`src/rtl/dir_pkg.sv`:
```
package dir_pkg;
  typedef enum logic [1:0] {
    ST_IDLE = 2'd0,
    ST_ACK  = 2'd1,
    ST_WB   = 2'd2
  } dir_state_e;
endpackage

```
`src/rtl/dir_ack_tracker.sv`:
```
// Tracks which invalidated caches still owe an acknowledgement, plus a count.
module dir_ack_tracker #(
  parameter int N_CACHE = 4,
  localparam int CW = $clog2(N_CACHE + 1)
) (
  input  logic               clk,
  input  logic               rst_n,
  input  logic               load,
  input  logic [N_CACHE-1:0] load_mask,
  input  logic [N_CACHE-1:0] ack,
  output logic [CW-1:0]      count,
  output logic               last
);
  logic [N_CACHE-1:0] pend_q, pend_d, hit;
  logic [CW-1:0]      cnt_q, cnt_d, hit_n, load_n;
  logic               upd;

  always_comb begin
    hit    = ack & pend_q;
    hit_n  = '0;
    load_n = '0;
    for (int i = 0; i < N_CACHE; i++) begin
      hit_n  = hit_n + CW'(hit[i]);
      load_n = load_n + CW'(load_mask[i]);
    end
    last = (cnt_q != '0) && (hit_n == cnt_q);
    upd  = load || (|hit);
    if (load) begin
      pend_d = load_mask;
      cnt_d  = load_n;
    end else begin
      pend_d = pend_q & ~hit;
      cnt_d  = cnt_q - hit_n;
    end
  end

  always_ff @(posedge clk or negedge rst_n) begin
    if (!rst_n) begin
      pend_q <= '0;
      cnt_q  <= '0;
    end else if (upd) begin
      pend_q <= pend_d;
      cnt_q  <= cnt_d;
    end
  end

  assign count = cnt_q;

  // the count always matches the outstanding set
  assert_count_matches_R11: assert property (@(posedge clk) disable iff (!rst_n)
    int'(cnt_q) == $countones(pend_q));
  // never more acknowledgements accepted than owed
  assert_no_underflow_R11: assert property (@(posedge clk) disable iff (!rst_n)
    hit_n <= cnt_q);
endmodule

```
`src/rtl/dir_table.sv`:
```
// Directory storage: presence vector and dirty flag per entry, two read ports.
module dir_table #(
  parameter int N_CACHE = 4,
  parameter int N_ENTRY = 8,
  localparam int IW = (N_ENTRY > 1) ? $clog2(N_ENTRY) : 1
) (
  input  logic               clk,
  input  logic               rst_n,
  input  logic               wr_en,
  input  logic [IW-1:0]      wr_idx,
  input  logic [N_CACHE-1:0] wr_pres,
  input  logic               wr_dirty,
  input  logic [IW-1:0]      rd_idx,
  output logic [N_CACHE-1:0] rd_pres,
  output logic               rd_dirty,
  input  logic [IW-1:0]      q_idx,
  output logic [N_CACHE-1:0] q_pres,
  output logic               q_dirty
);
  logic [N_CACHE-1:0] pres_q  [N_ENTRY];
  logic               dirty_q [N_ENTRY];

  always_ff @(posedge clk or negedge rst_n) begin
    if (!rst_n) begin
      for (int e = 0; e < N_ENTRY; e++) begin
        pres_q[e]  <= '0;
        dirty_q[e] <= 1'b0;
      end
    end else if (wr_en) begin
      pres_q[wr_idx]  <= wr_pres;
      dirty_q[wr_idx] <= wr_dirty;
    end
  end

  assign rd_pres  = pres_q[rd_idx];
  assign rd_dirty = dirty_q[rd_idx];
  assign q_pres   = pres_q[q_idx];
  assign q_dirty  = dirty_q[q_idx];

  // a dirty entry names exactly one holder
  for (genvar g = 0; g < N_ENTRY; g++) begin : g_inv
    assert_dirty_single_owner_R8: assert property (@(posedge clk) disable iff (!rst_n)
      dirty_q[g] |-> $countones(pres_q[g]) == 1);
  end
endmodule

```
`src/rtl/fullmap_dir.sv`:
```
// Full-map directory sequencer: one request in flight at a time.
module fullmap_dir
  import dir_pkg::*;
#(
  parameter int N_CACHE = 4,
  parameter int N_ENTRY = 8,
  localparam int SW = (N_CACHE > 1) ? $clog2(N_CACHE) : 1,
  localparam int IW = (N_ENTRY > 1) ? $clog2(N_ENTRY) : 1,
  localparam int CW = $clog2(N_CACHE + 1)
) (
  input  logic               clk,
  input  logic               rst_n,
  input  logic               req_valid,
  output logic               req_ready,
  input  logic               req_write,
  input  logic [SW-1:0]      req_src,
  input  logic [IW-1:0]      req_idx,
  output logic [N_CACHE-1:0] inv_valid,
  input  logic [N_CACHE-1:0] ack_valid,
  output logic               wb_req_valid,
  output logic [SW-1:0]      wb_req_dst,
  input  logic               wb_done,
  input  logic [SW-1:0]      wb_done_src,
  output logic               grant_valid,
  output logic               grant_write,
  output logic [SW-1:0]      grant_dst,
  input  logic [IW-1:0]      q_idx,
  output logic [N_CACHE-1:0] q_presence,
  output logic               q_dirty
);
  dir_state_e         st_q, st_d;
  logic [SW-1:0]      sv_src_q, sv_src_d, own_q, own_d, own_enc;
  logic [IW-1:0]      sv_idx_q, sv_idx_d;
  logic               gv_q, gv_d, gw_q, gw_d, wbv_q, wbv_d;
  logic [SW-1:0]      gd_q, gd_d, wbd_q, wbd_d;
  logic [N_CACHE-1:0] inv_q, inv_d;

  logic [IW-1:0]      rd_idx;
  logic [N_CACHE-1:0] rd_pres, src_oh, sv_oh, others;
  logic               rd_dirty, accept;
  logic               wr_en, wr_dirty, trk_load, trk_last;
  logic [N_CACHE-1:0] wr_pres;
  logic [CW-1:0]      trk_cnt;

  assign req_ready = (st_q == ST_IDLE);
  assign accept    = req_valid && req_ready;
  assign rd_idx    = req_ready ? req_idx : sv_idx_q;

  always_comb begin
    own_enc = '0;
    for (int i = 0; i < N_CACHE; i++) begin
      src_oh[i] = (req_src == SW'(i));
      sv_oh[i]  = (sv_src_q == SW'(i));
    end
    others = rd_pres & ~src_oh;
    for (int i = 0; i < N_CACHE; i++) begin
      if (others[i]) own_enc = SW'(i);
    end
  end

  dir_table #(.N_CACHE(N_CACHE), .N_ENTRY(N_ENTRY)) u_table (
    .clk(clk), .rst_n(rst_n),
    .wr_en(wr_en), .wr_idx(sv_idx_d), .wr_pres(wr_pres), .wr_dirty(wr_dirty),
    .rd_idx(rd_idx), .rd_pres(rd_pres), .rd_dirty(rd_dirty),
    .q_idx(q_idx), .q_pres(q_presence), .q_dirty(q_dirty)
  );

  dir_ack_tracker #(.N_CACHE(N_CACHE)) u_acks (
    .clk(clk), .rst_n(rst_n),
    .load(trk_load), .load_mask(others), .ack(ack_valid),
    .count(trk_cnt), .last(trk_last)
  );

  // next-state logic
  always_comb begin
    st_d     = st_q;
    sv_src_d = sv_src_q;
    sv_idx_d = sv_idx_q;
    own_d    = own_q;
    gv_d     = 1'b0;
    gw_d     = 1'b0;
    gd_d     = gd_q;
    inv_d    = '0;
    wbv_d    = 1'b0;
    wbd_d    = wbd_q;
    wr_en    = 1'b0;
    wr_pres  = rd_pres;
    wr_dirty = rd_dirty;
    trk_load = 1'b0;
    unique case (st_q)
      ST_IDLE: begin
        if (accept) begin
          sv_src_d = req_src;
          sv_idx_d = req_idx;
          if (req_write) begin
            if (others == '0) begin
              wr_en    = 1'b1;
              wr_pres  = src_oh;
              wr_dirty = 1'b1;
              gv_d     = 1'b1;
              gw_d     = 1'b1;
              gd_d     = req_src;
            end else begin
              inv_d    = others;
              trk_load = 1'b1;
              st_d     = ST_ACK;
            end
          end else if (rd_dirty && (others != '0)) begin
            own_d = own_enc;
            wbv_d = 1'b1;
            wbd_d = own_enc;
            st_d  = ST_WB;
          end else begin
            wr_en    = !rd_dirty;
            wr_pres  = rd_pres | src_oh;
            wr_dirty = rd_dirty;
            gv_d     = 1'b1;
            gd_d     = req_src;
          end
        end
      end
      ST_ACK: begin
        if (trk_last) begin
          wr_en    = 1'b1;
          wr_pres  = sv_oh;
          wr_dirty = 1'b1;
          gv_d     = 1'b1;
          gw_d     = 1'b1;
          gd_d     = sv_src_q;
          st_d     = ST_IDLE;
        end
      end
      ST_WB: begin
        if (wb_done && (wb_done_src == own_q)) begin
          wr_en    = 1'b1;
          wr_pres  = rd_pres | sv_oh;
          wr_dirty = 1'b0;
          gv_d     = 1'b1;
          gd_d     = sv_src_q;
          st_d     = ST_IDLE;
        end
      end
      default: st_d = ST_IDLE;
    endcase
  end

  // registers
  always_ff @(posedge clk or negedge rst_n) begin
    if (!rst_n) begin
      st_q     <= ST_IDLE;
      sv_src_q <= '0;
      sv_idx_q <= '0;
      own_q    <= '0;
      gv_q     <= 1'b0;
      gw_q     <= 1'b0;
      gd_q     <= '0;
      inv_q    <= '0;
      wbv_q    <= 1'b0;
      wbd_q    <= '0;
    end else begin
      st_q  <= st_d;
      gv_q  <= gv_d;
      gw_q  <= gw_d;
      gd_q  <= gd_d;
      inv_q <= inv_d;
      wbv_q <= wbv_d;
      wbd_q <= wbd_d;
      if (accept) begin
        sv_src_q <= sv_src_d;
        sv_idx_q <= sv_idx_d;
        own_q    <= own_d;
      end
    end
  end

  assign inv_valid    = inv_q;
  assign wb_req_valid = wbv_q;
  assign wb_req_dst   = wbd_q;
  assign grant_valid  = gv_q;
  assign grant_write  = gw_q;
  assign grant_dst    = gd_q;

  // invalidates reach only current holders, never the requester
  assert_inv_holders_R3: assert property (@(posedge clk) disable iff (!rst_n)
    (|inv_q) |-> (((inv_q & ~rd_pres) == '0) && ((inv_q & sv_oh) == '0)));
  // write permission never leaves while acknowledgements are owed
  assert_write_after_acks_R4: assert property (@(posedge clk) disable iff (!rst_n)
    (gv_q && gw_q) |-> (trk_cnt == '0));
  // an invalidation round closes the request port
  assert_holdoff_R7: assert property (@(posedge clk) disable iff (!rst_n)
    (accept && req_write && (others != '0)) |=> (!req_ready && (inv_valid != '0)));
  // a write-back is asked for only while the entry is dirty
  assert_wb_dirty_R9: assert property (@(posedge clk) disable iff (!rst_n)
    wbv_q |-> rd_dirty);
endmodule

```
`config.mk`:
```
export PLATFORM = sky130hd
export DESIGN_NAME = fullmap_dir
export DESIGN_NICKNAME = d
export VERILOG_FILES = /design/src/rtl/dir_pkg.sv /design/src/rtl/dir_ack_tracker.sv /design/src/rtl/dir_table.sv /design/src/rtl/fullmap_dir.sv
export SDC_FILE = /design/constraint.sdc
export NUM_CORES = 1
export LEC_CHECK = 0
export ABC_CLOCK_PERIOD_IN_PS = 3200
export BUFFER_PORTS_ARGS = -buffer_cell sky130_fd_sc_hd__buf_4
export CAP_MARGIN = 40
export CORE_UTILIZATION = 55
export CTS_CLUSTER_DIAMETER = 40
export DETAILED_ROUTE_END_ITERATION = 8
export PLACE_DENSITY = 0.77
export SYNTH_ARGS = -nofsm -noshare
export SYNTH_HDL_FRONTEND = slang
export SYNTH_SLANG_ARGS = --single-unit
```
`constraint.sdc`:
```
create_clock -name clk -period 3.2 [get_ports clk]
set_input_delay 0.48 -clock clk [delete_from_list [all_inputs] [get_ports clk]]
set_output_delay 0.48 -clock clk [all_outputs]
set_load 0.005 [all_outputs]
```
# Yosys cells after proc, flatten, opt, wreduce, memory -nomap -nowiden
# Index checks and enable logic that the tools add are counted.
# op_classes
addsub	7
mul	0
div	0
magnitude_cmp	4
n_eq_ne	17
shift	0
n_mux	79
n_bitwise	11
reduce_logical	19
# op_table
op	count
4-bit 2-to-1 mux	16
32-bit bitwise mux	1
1-bit 2-to-1 mux	30
2-bit 2-to-1 mux	14
4-bit binary-select mux with 3-bit select	2
3-bit by 1-bit adder with 3-bit output	4
4-bit AND	3
4-bit demux with 3-bit select	1
4-bit greater-or-equal comparator, second input constant	3
3-bit 2-to-1 mux	4
3-bit inverter with 4-bit output	3
2-bit one-hot mux with 3 select lines	2
4-bit one-hot mux with 3 select lines	1
2-bit == test, second input constant	5
1-bit one-hot mux with 3 select lines	3
8-bit bitwise mux	1
4-bit inverter	2
4-bit OR	2
1-bit binary-select mux with 3-bit select	2
2-bit by 1-bit == test with 1-bit output, second input constant	3
2-bit logical NOT	3
3-bit inequality test, second input constant	2
6-bit AND reduction	1
3-bit nonzero test	2
other kinds (21)	27
# word_totals
ff_bits	65
latch_bits	0
mem_bits_rw	0
mem_bits_ro	0
wordCells	164
mem_count	0

# Longest topological paths before layout
# depth
depth_word	14
ltp_mapped	15

# Cells and area by module
# A second synthesis with hierarchy kept.
# hier_totals
cells_unflattened	337
area_unflattened_um2	4134.0
# modules_own_cells
mod	instances	cells_per_inst	area_per_inst_um2
dir_table	1	123	2218.4
fullmap_dir	1	152	1300.0
dir_ack_tracker	1	62	615.6

# Worst setup path before layout
# OpenSTA, ideal clock, no wires.
# synth_timing
path_kind	register to register
startpoint	register st_q[0]
endpoint	register u_table.dirty_q[0] (netlist bit)
setup_time_ns	0.125
arrival_time_ns	3.409
t_required_ns	3.075
setup_slack_ns	-0.334
stages_incl_launch_ff	14
path_cell_list	dfrtp_1 -> inv_1 -> ha_1 -> buf_6 -> mux2i_4 -> mux2i_1 -> mux2i_1 -> mux2i_1 -> nand2b_1 -> ha_1 -> o221ai_1 -> or3_4 -> a2111oi_4 -> mux2_2
# synth_via
elab_chain_len	13
elab_cells_between_ends	37
# synth_lines
element	line_no	source
from (decl)	fullmap_dir.sv:31	dir_state_e st_q, st_d;
from (signal assigned)	fullmap_dir.sv:161	st_q <= st_d;
2-bit logical NOT (*)	fullmap_dir.sv:45	assign req_ready = (st_q == ST_IDLE);
via req_ready	fullmap_dir.sv:14	output logic req_ready,
3-bit 2-to-1 mux	fullmap_dir.sv:47	assign rd_idx = req_ready ? req_idx : sv_idx_q;
3-bit inverter with 4-bit output (not written as such)	dir_table.sv:35, dir_table.sv:36	
4-bit binary-select mux with 3-bit select	dir_table.sv:35	assign rd_pres = pres_q[rd_idx];
4-bit 2-to-1 mux (not written as such) (2 in a row)	dir_table.sv:35	
4-bit AND	fullmap_dir.sv:55	others = rd_pres & ~src_oh;
4-bit logical NOT / 4-bit nonzero test (equally long branches)	fullmap_dir.sv:96, fullmap_dir.sv:108	
1-bit 2-to-1 mux / 1-bit logical AND (equally long branches)	fullmap_dir.sv:96, fullmap_dir.sv:108	
1-bit 2-to-1 mux (on tied branches)	fullmap_dir.sv:95, fullmap_dir.sv:108	
1-bit 2-to-1 mux (on tied branches)	fullmap_dir.sv:92, fullmap_dir.sv:95	
1-bit one-hot mux with 3 select lines / 1-bit 2-to-1 mux (equally long branches)	fullmap_dir.sv:90, fullmap_dir.sv:92	
8-bit bitwise mux / 1-bit one-hot mux with 3 select lines (equally long branches)	dir_table.sv:31, fullmap_dir.sv:90	
to (signal, indexed assignment)	dir_table.sv:31	dirty_q[wr_idx] <= wr_dirty;
to (decl)	dir_table.sv:21	logic dirty_q [N_ENTRY];
# The timed path passes the listed nets; every way through them passes the cells marked *. The select of a mux whose other input is x is not followed.
# A chain may end at the register's enable or synchronous reset.

# Worst setup path after layout
# layout_timing
startpoint	register st_q[1]
endpoint	register u_table.pres_q[3] (netlist bit)
# layout_via
elab_chain_len	14
elab_cells_between_ends	40
# layout_lines
element	line_no	source
2-bit logical NOT	fullmap_dir.sv:45, fullmap_dir.sv:90	
3-bit 2-to-1 mux	fullmap_dir.sv:47	
3-bit inverter with 4-bit output (not written as such)	dir_table.sv:35, dir_table.sv:36	
4-bit binary-select mux with 3-bit select	dir_table.sv:35	
4-bit 2-to-1 mux (not written as such) (2 in a row)	dir_table.sv:35	
4-bit AND	fullmap_dir.sv:55	
4-bit nonzero test	fullmap_dir.sv:108	end else if (rd_dirty && (others != '0)) begin
1-bit logical AND	fullmap_dir.sv:108	
4-bit 2-to-1 mux	fullmap_dir.sv:108	
4-bit 2-to-1 mux	fullmap_dir.sv:95	if (req_write) begin
4-bit 2-to-1 mux	fullmap_dir.sv:92	if (accept) begin
4-bit one-hot mux with 3 select lines	fullmap_dir.sv:90	unique case (st_q)
32-bit bitwise mux	dir_table.sv:30	pres_q[wr_idx] <= wr_pres;
to (signal, indexed assignment)	dir_table.sv:30	
to (decl)	dir_table.sv:20	logic [N_CACHE-1:0] pres_q [N_ENTRY];
# Parallel ways exist; a longest one is shown, timed or not. The select of a mux whose other input is x is not followed.

==> results_tabular.tex <==
\begin{tabular}{lr}
\hline
Metric & Value \\
\hline
\multicolumn{2}{l}{\textbf{Timing}} \\
RSZ-0062 raised after global routing & true \\
Worst Tran Pin Value & 0.822 ns \\
Setup Total Neg Slack & -5.45 ns \\
Max-slew violations & 0 \\
Crit path setup slack, layout & -0.219 ns \\
WHS & between 0.2 and 0.25 ns \\
Final critical delay including setup and external delays & around 3.4 ns \\
Slew HR & a little under half \\
Final worst-path cycle share & 107\% \\
Setup violation total in the final timing report & 40 \\
Total count of hold-check failures in the final report & 0 \\
Top achievable clock speed & $\sim$0.29 GHz \\
Final setup skew & 0.0117 ns \\
\multicolumn{2}{l}{\textbf{Logic synthesis}} \\
Mux contribution to synthesized area & between 20\% and 30\% \\
Combinational family with the most area after synthesis & multiplexers \\
Number of nets produced by synthesis & about 430 \\
Xor/xnor cell area share of the yosys netlist & 0.818\% \\
Proportion of register bits with asynchronous set or reset after synthesis & 100\% \\
Most common flop cell mapped by yosys & sky130\_fd\_sc\_hd\_\_dfrtp\_1 \\
EDFF count, synth & 0 \\
Total number of yosys warnings & 0 \\
Register bit total from synthesis & 65 \\
Mapped cell area & $\sim$4300 um\^{}2 \\
Number of distinct library cell variants in the gate-level netlist after synthesis & 62 \\
Simple logic cell fraction of the synthesized area & a little under an eighth \\
Synthesized-area fraction occupied by ao, oa, aoi and oai cells & between 10\% and 20\% \\
Per-instance average area after synthesis & approximately 11 um\^{}2 \\
Register area share after synthesis & between 30 and 40\% \\
Post-Synthesis Cells & a little under 400 \\
Synth Area in Adders & 4.91\% \\
\multicolumn{2}{l}{\textbf{Place}} \\
GP Congestion & about 0.95 \\
Detail Placement HPWL & 8.57 mm \\
Worst setup slack after placement & -0.343 ns \\
Number of I/O port buffers & 35 \\
\multicolumn{2}{l}{\textbf{Pwr}} \\
Power share of the clock group & 8.7\% \\
PD cells & 1200 nW/um\^{}2 \\
Power share of the combinational group & a little over two thirds \\
Total power of the final layout & around 0.0069 W \\
Worst supply voltage drop on vdd & around 840 uV \\
Leakage & $\sim$2.7 nW \\
Sequential Power Share & about a fifth \\
Switching power & between 0.003 and 0.004 W \\
Internal cell power & 0.00388 W \\
Switching Share & a little over two fifths \\
\multicolumn{2}{l}{\textbf{Global routing}} \\
Via count of the first global-routing pass & a little under 4k \\
Initial antenna violation count & 0 \\
Global-route congestion overflow total & 0 \\
Maximum number of pins on one net before global-route repair & 66 \\
Global-route total usage across every layer & 31.6\% \\
First-pass GRT wire length & around 20 mm \\
\multicolumn{2}{l}{\textbf{Route}} \\
Drt first pass iters & 6 \\
Routed WL & about 13 mm \\
Average vias per placed instance & 6.30 \\
Average wire per cell in the routed design & between 20 and 25 um \\
Starting DRC count in detailed routing & between 400 and 500 \\
Residual antenna-violating net count after detailed routing & 0 \\
DRC violation count after routing & 0 \\
Routed via count & a little under 4k \\
\multicolumn{2}{l}{\textbf{Setup path}} \\
Critical path data arrival time & 3.66 ns \\
Worst reg2reg path depth & 14 \\
Capturing element type of the critical path & flop \\
Crit path max fanout & 9 \\
Data required time at the worst endpoint & 3.44 ns \\
Setup CP Type & reg -> reg \\
Launching element type of the critical path & flop \\
\multicolumn{2}{l}{\textbf{Layout}} \\
Most common cell after layout, fill and taps aside & sky130\_fd\_sc\_hd\_\_buf\_4 \\
Proportion of layout cells with a drive suffix above 1 & a little under half \\
Net count of the finished layout & 541 \\
Layout area overhead & 34.7\% \\
Commonest cells after routing, fill and taps aside & sky130\_fd\_sc\_hd\_\_buf\_4, sky130\_fd\_sc\_hd\_\_dfrtp\_1, sky130\_fd\_sc\_hd\_\_mux2\_2 \\
Diodes inserted & 0 \\
\multicolumn{2}{l}{\textbf{Die}} \\
Area of the placeable core & about 7400 um\^{}2 \\
Die width & about 90 um \\
Initial Util & $\sim$58\% \\
Floorplan die area & 8140 um\^{}2 \\
Num ports & 36 \\
Placement Rows & 31 \\
Die height & around 90 um \\
\multicolumn{2}{l}{\textbf{Run status}} \\
Failing checks & negative setup slack \\
Run status & complete, but fails checks \\
\multicolumn{2}{l}{\textbf{CTS}} \\
\# clock sinks & between 60 and 70 \\
Clock tree root buffer cell & sky130\_fd\_sc\_hd\_\_clkbuf\_8 \\
Clock latency on the worst-skew pair & about 0.36 ns \\
H-tree levels & 3 \\
Count of hold-fix buffers inserted at cts & 0 \\
Clock transition at the registers of the reported paths & 0.07 ns \\
Inserted Clock Buffers & 9 \\
Maximum buffer depth of the clock tree & 2 \\
TritonCTS clock tree & yes \\
\multicolumn{2}{l}{\textbf{Flow run}} \\
Max-cap violations & 0 \\
\multicolumn{2}{l}{\textbf{Min path}} \\
Path type of the worst min-delay path & in -> async \\
\hline
\end{tabular}
[critical path, cell delays in order (launching register included)]
cell                        delay, ns
sky130_fd_sc_hd__dfrtp_1         0.39
sky130_fd_sc_hd__inv_2           0.09
sky130_fd_sc_hd__ha_4            0.17
sky130_fd_sc_hd__mux2i_4         0.25
sky130_fd_sc_hd__buf_12          0.16
sky130_fd_sc_hd__mux2i_1         0.24
sky130_fd_sc_hd__mux2i_1         0.12
sky130_fd_sc_hd__mux2i_2         0.24
sky130_fd_sc_hd__nand2b_4        0.21
sky130_fd_sc_hd__ha_4            0.14
sky130_fd_sc_hd__o221ai_2        0.10
sky130_fd_sc_hd__or3_4           0.37
sky130_fd_sc_hd__a2111oi_4       0.32
sky130_fd_sc_hd__buf_6           0.20
sky130_fd_sc_hd__mux2_4          0.30
[cell type report]
cell class                      count  area, um^2
Multi-Input combinational cell    284        2810
Fill cell                         430        1640
Sequential cell                    65        1630
Timing Repair Buffer              114         920
Clock buffer                       10         128
Inverter                           33         124
Tap cell                           99         124
Clock inverter                      6        35.0
[worst paths after layout]
path                                  startpoint                  to  slack (ns)
worst min-delay path                       rst_n         grant_valid        0.23
worst min register to register  u_acks.pend_q[1]    u_acks.pend_q[1]        0.52
worst max register to register           st_q[1]   u_table.pres_q[3]       -0.22
max in group asynchronous                  rst_n  u_table.pres_q[11]        2.44
min in group clk                    ack_valid[3]    u_acks.pend_q[3]        0.32
worst max-delay path                     st_q[1]   u_table.pres_q[3]       -0.22
[timing repair]
item                       CTS  global route
gates resized for setup     25            30
setup endpoints to repair   49            55
setup buffers                2            17
pin swaps                    3            14
[through the flow]
| stage | instances | util [%] | cell area (um^2) |
|---|---|---|---|
| after detailed placement | 579 | 70.3 | 5210 |
| after CTS | 597 | 74.5 | 5520 |
| final | 611 | 77.9 | 5770 |
| after global placement | 579 | 70.3 | 5210 |
| after global routing | 611 | 77.9 | 5770 |
| after floorplan | 395 | - | 4380 |
[power groups by stage]
| stage | clock [W] | combinational (W) | sequential [W] |
|---|---|---|---|
| after global routing | 0.000645 | 0.00513 | 0.00147 |
| after detailed placement | 0 | 0.00395 | 0.00142 |
| after CTS | 0.000606 | 0.00421 | 0.00141 |
| final | 0.000603 | 0.00486 | 0.00144 |
| after floorplan | 0 | 0.00249 | 0.00134 |
| after global placement | 0 | 0.00384 | 0.00140 |
[cell usage after synthesis, drive strengths merged, types with 3 or more instances]
cell type	n	area (um^2)
mux2	50	563
dfrtp	65	1630
inv	33	124
ha	12	150
mux4	11	248
o21bai	3	22.5
o21ai	8	40.0
nor2b	10	62.6
nand3	8	40.0
nor3	4	20.0
o22ai	14	93.8
or2	7	43.8
or3	3	23.8
clkbuf	9	33.8
a22oi	3	27.5
mux2i	29	307
nand2	26	97.6
fa	3	60.1
buf	4	32.5
nand2b	14	87.6
o221ai	5	43.8
xnor2	4	35.0
a21oi	10	50.1
nor2	21	78.8
[registers in the layout, indices dropped and copies added, names as in the netlist]
| name | cells |
|---|---|
| grant_dst | 2 |
| grant_valid | 1 |
| grant_write | 1 |
| inv_valid | 4 |
| st_q | 2 |
| sv_idx_q | 3 |
| sv_src_q | 2 |
| u_acks.count | 3 |
| u_acks.pend_q | 4 |
| u_table.dirty_q | 8 |
| u_table.pres_q | 32 |
| wb_req_dst | 2 |
| wb_req_valid | 1 |
[kinds of logic after synthesis]
group                      count (synthesis)
muxes                                     90
AOI/OAI and AO/OA                         74
adders and majority gates                 15
DFF                                       65
and+or+nand+nor                          101
xor gates and xnor gates                   4
buffers and inverters                     46
[layer usage]
| metal | up-vias | GRT usage, % | share of wire, % |
|---|---|---|---|
| met1 | 1878 | 42.0 | 39 |
| met2 | 229 | 49.7 | 49 |
| met5 | - | 0 | 0 |
| met3 | 71 | 6.26 | 8.3 |
| li1 | 1670 | - | - |
| met4 | 0 | 14.8 | 4.5 |
Power figures use the tool's default switching activity.
